`config.mk`:
```
export PLATFORM = sky130hd
export DESIGN_NAME = mon_irq_unit
export DESIGN_NICKNAME = d
export VERILOG_FILES = /design/src/rtl/mon_irq_pkg.sv /design/src/rtl/mon_sync.sv /design/src/rtl/mon_detect.sv /design/src/rtl/mon_regs.sv /design/src/rtl/mon_irq_unit.sv
export SDC_FILE = /design/constraint.sdc
export NUM_CORES = 1
export LEC_CHECK = 0
export ABC_AREA = 1
export BUFFER_PORTS_ARGS = -buffer_cell sky130_fd_sc_hd__buf_2
export CORE_ASPECT_RATIO = 0.8
export CORE_MARGIN = 10
export CORE_UTILIZATION = 52
export DETAILED_ROUTE_END_ITERATION = 6
export PLACE_DENSITY_LB_ADDON = 0.05
export SLEW_MARGIN = 25
export SYNTH_ARGS = -nofsm -noshare
export SYNTH_HDL_FRONTEND = slang
export SYNTH_SLANG_ARGS = --single-unit
```
`constraint.sdc`:
```
create_clock -name clk -period 4.35 [get_ports clk]
set_clock_uncertainty 0.05 [all_clocks]
set_input_delay 0.87 -clock clk [delete_from_list [all_inputs] [get_ports clk]]
set_output_delay 0.87 -clock clk [all_outputs]
set_load 0.05 [all_outputs]
```
`src/rtl/mon_irq_pkg.sv`:
```
package mon_irq_pkg;
  localparam int          MON_W   = 12;
  localparam int          ADDR_W  = 12;
  localparam int          DATA_W  = 32;
  localparam logic [11:0] OFS_EN   = 12'h830;
  localparam logic [11:0] OFS_MSK  = 12'h834;
  localparam logic [11:0] OFS_TYP  = 12'h838;
  localparam logic [11:0] OFS_POL  = 12'h83C;
  localparam logic [11:0] OFS_QUAL = 12'h840;
  localparam logic [11:0] OFS_RAW  = 12'h844;
  localparam logic [11:0] OFS_CLR  = 12'h84C;
  localparam logic [11:0] OFS_LINE = 12'h850;
endpackage

```
`src/rtl/mon_sync.sv`:
```
module mon_sync #(
  parameter int W = 12
) (
  input  logic         clk,
  input  logic         rst_n,
  input  logic [W-1:0] async_in,
  output logic [W-1:0] sync_out
);
  for (genvar g = 0; g < W; g++) begin : g_bit
    logic stg1_q, stg2_q;
    always_ff @(posedge clk or negedge rst_n) begin
      if (!rst_n) begin
        stg1_q <= 1'b0;
        stg2_q <= 1'b0;
      end else begin
        stg1_q <= async_in[g];
        stg2_q <= stg1_q;
      end
    end
    assign sync_out[g] = stg2_q;
  end
endmodule

```
`src/rtl/mon_detect.sv`:
```
module mon_detect #(
  parameter int W = 12
) (
  input  logic         clk,
  input  logic         rst_n,
  input  logic [W-1:0] line_s,
  input  logic [W-1:0] pol,
  input  logic [W-1:0] edge_sel,
  input  logic [W-1:0] clr_vec,
  output logic [W-1:0] raw_stat,
  output logic [W-1:0] edge_latch
);
  for (genvar g = 0; g < W; g++) begin : g_bit
    logic prev_q, hold_q, hold_d, act_now, act_prev, hit;

    // previous sample is judged with the current polarity, so a polarity
    // change alone never looks like an edge
    assign act_now  = pol[g] ? line_s[g] : ~line_s[g];
    assign act_prev = pol[g] ? prev_q    : ~prev_q;
    assign hit      = edge_sel[g] & act_now & ~act_prev;

    always_comb begin
      hold_d = hold_q & ~clr_vec[g];
      if (hit) hold_d = 1'b1;
    end

    always_ff @(posedge clk or negedge rst_n) begin
      if (!rst_n) begin
        prev_q <= 1'b0;
        hold_q <= 1'b0;
      end else begin
        prev_q <= line_s[g];
        hold_q <= hold_d;
      end
    end

    assign raw_stat[g]   = edge_sel[g] ? hold_q : act_now;
    assign edge_latch[g] = hold_q;
  end
endmodule

```
`src/rtl/mon_regs.sv`:
```
module mon_regs
  import mon_irq_pkg::*;
#(
  parameter int W  = 12,
  parameter int DW = 32
) (
  input  logic              clk,
  input  logic              rst_n,
  input  logic              reg_wr,
  input  logic [ADDR_W-1:0] reg_addr,
  input  logic [DW-1:0]     reg_wdata,
  input  logic [W-1:0]      line_s,
  input  logic [W-1:0]      raw_stat,
  output logic [DW-1:0]     reg_rdata,
  output logic [W-1:0]      en_q,
  output logic [W-1:0]      msk_q,
  output logic [W-1:0]      typ_q,
  output logic [W-1:0]      pol_q,
  output logic [W-1:0]      clr_vec,
  output logic [W-1:0]      qual_stat
);
  logic          en_we, msk_we, typ_we, pol_we;
  logic [W-1:0]  en_d, msk_d, typ_d, pol_d, wbits;

  assign wbits  = reg_wdata[W-1:0];
  assign en_we  = reg_wr && (reg_addr == OFS_EN);
  assign msk_we = reg_wr && (reg_addr == OFS_MSK);
  assign typ_we = reg_wr && (reg_addr == OFS_TYP);
  assign pol_we = reg_wr && (reg_addr == OFS_POL);
  assign clr_vec = (reg_wr && (reg_addr == OFS_CLR)) ? wbits : '0;

  always_comb begin
    en_d  = en_we  ? wbits : en_q;
    msk_d = msk_we ? wbits : msk_q;
    typ_d = typ_we ? wbits : typ_q;
    pol_d = pol_we ? wbits : pol_q;
  end

  always_ff @(posedge clk or negedge rst_n) begin
    if (!rst_n) begin
      en_q  <= '0;
      msk_q <= '0;
      typ_q <= '0;
      pol_q <= '0;
    end else begin
      en_q  <= en_d;
      msk_q <= msk_d;
      typ_q <= typ_d;
      pol_q <= pol_d;
    end
  end

  assign qual_stat = raw_stat & en_q & ~msk_q;

  always_comb begin
    reg_rdata = '0;
    case (reg_addr)
      OFS_EN:   reg_rdata[W-1:0] = en_q;
      OFS_MSK:  reg_rdata[W-1:0] = msk_q;
      OFS_TYP:  reg_rdata[W-1:0] = typ_q;
      OFS_POL:  reg_rdata[W-1:0] = pol_q;
      OFS_QUAL: reg_rdata[W-1:0] = qual_stat;
      OFS_RAW:  reg_rdata[W-1:0] = raw_stat;
      OFS_LINE: reg_rdata[W-1:0] = line_s;
      default:  reg_rdata = '0;
    endcase
  end
endmodule

```
`src/rtl/mon_irq_unit.sv`:
```
module mon_irq_unit
  import mon_irq_pkg::*;
#(
  parameter int N_MON = MON_W,
  parameter int DW    = DATA_W
) (
  input  logic              clk,
  input  logic              rst_n,
  input  logic [N_MON-1:0]  mon_in,
  input  logic              reg_wr,
  input  logic [ADDR_W-1:0] reg_addr,
  input  logic [DW-1:0]     reg_wdata,
  output logic [DW-1:0]     reg_rdata,
  output logic              irq_out
);
  logic [N_MON-1:0] line_s, raw_w, latch_w, en_w, msk_w, typ_w, pol_w, clr_w, qual_w;

  mon_sync #(.W(N_MON)) u_sync (
    .clk(clk), .rst_n(rst_n), .async_in(mon_in), .sync_out(line_s)
  );

  mon_detect #(.W(N_MON)) u_det (
    .clk(clk), .rst_n(rst_n), .line_s(line_s), .pol(pol_w), .edge_sel(typ_w),
    .clr_vec(clr_w), .raw_stat(raw_w), .edge_latch(latch_w)
  );

  mon_regs #(.W(N_MON), .DW(DW)) u_regs (
    .clk(clk), .rst_n(rst_n), .reg_wr(reg_wr), .reg_addr(reg_addr),
    .reg_wdata(reg_wdata), .line_s(line_s), .raw_stat(raw_w),
    .reg_rdata(reg_rdata), .en_q(en_w), .msk_q(msk_w), .typ_q(typ_w),
    .pol_q(pol_w), .clr_vec(clr_w), .qual_stat(qual_w)
  );

  assign irq_out = |qual_w;
endmodule

```
==> flow_metrics.py <==
metrics = {
    "layout": {
        "utilization_pct": 58.3,
        "nFillCells": 894,
        "multi_input_area_mm2": 0.00211,
        "final_layout_size_suffix_gt1_share_pct": 15.5,
        "area.sequential_mm2": 0.00240,
        "syn_to_final_growth_pct": 10.4,
        "antenna_cells": 0,
        "nets": 748,
    },
    "global_route": {
        "grt_pass1_wl_um": 19600,
        "grt_pass1_vias": 4065,
        "grt-ovfl-total": 0,
        "antenna_found_initial": 0,
        "grtUsageTotal_pct": 17.5,
        "grt_start_max_net_pins": 72,
    },
    "synth": {
        "synth_top_area_share_pct": 47.7,
        "synth_area_leaders": "dfrtp_1 48%, nand2_1 14%, nand3_1 8.2%",
        "syn_inst": 642,
        "synth_edf_count": 0,
        "synthAdderAreaFrac_pct": 0,
        "synth_area_mm2": 0.00503,
        "yosysUniqueCellTypes": 26,
        "ys_warn_count": 0,
        "synth_top_family_by_area": "simple AND/OR/NAND/NOR gates",
        "synth_area_per_cell_um2": 7.84,
        "yosysMostFrequentCell": "nand2_1",
        "synthSimpleGateAreaFrac_pct": 30.6,
        "synth_compound_area_share_pct": 9.85,
        "synthTopCellsByCount": "189 x nand2_1, 96 x dfrtp_1, 82 x nand3_1",
        "synth_seq_area_share_pct": 47.7,
        "muxShareOfSynthArea_pct": 0,
        "ys_async_sr_fraction_pct": 100,
        "synth_top_area_cell": "dfrtp_1",
        "synthXorXnorAreaFrac_pct": 0,
        "synth_ff_type": "dfrtp_1",
        "synth-seq-cells": 96,
    },
    "route": {
        "drc_errors": 0,
        "ant_nets": 0,
        "wl_um": 11800,
        "vias": 4162,
        "vias_per_cell": 5.14,
        "first_pass_iters": 5,
        "drt_iter0_drc": 322,
        "wl_per_cell_um": 14.5,
    },
    "floorplanning": {
        "num_io_pins": 92,
        "die_w_um": 130,
        "design.die.area_mm2": 0.0140,
        "rows": 32,
        "start_util_pct": 52.8,
        "die-height_um": 108,
        "coreArea_mm2": 0.00953,
    },
    "setup_path": {
        "cp_max_fo": 15,
        "path_class": "in2out",
        "worstPathArrival_ns": 2.51,
        "worst_ep_required_time_ns": 3.43,
        "endpoint_kind": "output pin",
        "setup.worst_path.start_class": "primary input",
    },
    "clock_tree": {
        "clockBufferDepth": 2,
        "insertion_delay_ns": 0.34,
        "hold_buffers": 0,
        "post_cts_buffers": 0,
        "cts_buffers": 9,
        "clkSinkCount": 96,
        "cts_tree": "yes",
        "clk_pin_slew_ns": 0.06,
        "cts_resized": 0,
        "root_buffer": "clkbuf_16",
        "htreeDepth": 3,
    },
    "placed_design": {
        "io_buffers": 51,
        "place_hpwl_um": 7820,
        "gp_congestion": 0.834,
    },
    "outcome": {
        "status": "finished, final reports clean",
    },
    "job": {
        "maxCapViolations": 0,
    },
    "sta": {
        "finalSetupTns_ns": 0,
        "max_slew_margin_pct": 39.5,
        "setup_viol": 0,
        "min_period_ns": 3.43,
        "tightest_slew_ns": 0.908,
        "fmax_mhz": 292,
        "rsz0062_at_grt": "false",
        "slew_viol_final": 0,
        "finalHoldViolations": 0,
        "fin_crit_sh_pct": 78.9,
    },
    "power": {
        "powerDensity_mw_per_mm2": 335,
        "power.leakage_nw": 2.83,
        "peakVddDrop_uv": 228,
    },
    "min_path": {
        "hold_class": "reg2reg",
    },
}
-- worst paths after layout --
check                                        from                     end  slack [ns]  depth (start not counted)
hold / removal             u_sync.g_bit[6].stg1_q  u_sync.g_bit[6].stg2_q        0.30                          0
max in group asynchronous                   rst_n  u_sync.g_bit[3].stg2_q        2.78                          2
setup reg to reg                  u_regs.typ_q[5]   u_det.g_bit[5].hold_q        3.39                          4
setup / recovery                      reg_addr[0]            reg_rdata[7]        0.92                         10
min in group asynchronous                   rst_n         u_regs.pol_q[4]        0.60                          1
hold reg to reg            u_sync.g_bit[6].stg1_q  u_sync.g_bit[6].stg2_q        0.30                          0
-- routing by layer --
layer	vias up	wire length [µm]	global-route usage, %
met5	-	0	0
met4	0	216	7.45
met3	17	920	4.45
met2	133	5250	26.9
met1	1912	5380	23.1
li1	2100	-	-
-- layout make-up --
class	count	area share, %
well taps	119	2.68
multi-input cells	449	38.0
flip-flops and latches	96	43.2
clock inverters	4	1.31
clock buffers	9	4.05
inverters	73	4.93
repair buffers	60	5.85
-- logic make-up after synthesis --
kind of cell    count (synthesis)
simple gates                  351
compound gates                 78
buf+inv                       116
other cells                     1
flops                          96
-- critical path, cell delays in order --
cell	delay [ns]
buf_2	0.10
inv_1	0.05
nand2_2	0.14
nor3_4	0.44
buf_4	0.33
nand3_1	0.10
nand2_1	0.09
nor2_1	0.04
nand2_1	0.08
buf_2	0.26
-- cell usage in the layout, fill, tap and decap left out, drive strengths merged --
cell type | synthesis | final
a21oi | 3 | 3
buf | 43 | 60
bufinv | 0 | 2
clkbuf | 0 | 9
clkinv | 0 | 1
clkinvlp | 0 | 1
conb | 1 | 20
dfrtp | 96 | 96
inv | 73 | 73
nand2 | 191 | 191
nand3 | 85 | 85
nand3b | 8 | 8
nand4 | 1 | 1
nor2 | 59 | 59
nor3 | 3 | 3
nor3b | 1 | 1
o2111ai | 9 | 9
o21ai | 66 | 66
or2 | 3 | 3
-- power breakdown --
part / internal, mW / leakage [nW] / total, mW / switching (mW)
Combinational: 0.0267 / 1.55 / 0.128 / 0.101
Clock: 0.493 / 0.143 / 0.808 / 0.316
Sequential: 0.912 / 1.13 / 0.926 / 0.0140
Total: 1.43 / 2.83 / 1.86 / 0.431
-- flip-flops by register name, summed over array words and instances (netlist names) --
name	flops
u_det.g_bit.hold_q	12
u_det.g_bit.prev_q	12
u_regs.en_q	12
u_regs.msk_q	12
u_regs.pol_q	12
u_regs.typ_q	12
u_sync.g_bit.stg1_q	12
u_sync.g_bit.stg2_q	12
-- through the flow --
stage | area, µm² | hold slack, ns | cells | setup slack, ns | total power, mW
after detailed placement | 5260 | 0.285 | 797 | 0.928 | 1.07
after global routing | 5560 | 0.306 | 810 | 0.790 | 1.93
after floorplan | 5100 | 0.281 | 661 | 1.38 | 1.03
final | 5560 | 0.297 | 810 | 0.920 | 1.86
after CTS | 5560 | 0.299 | 810 | 0.880 | 1.89
after global placement | 5260 | 0.282 | 797 | 0.923 | 1.07
Power figures use the tool's default switching activity.
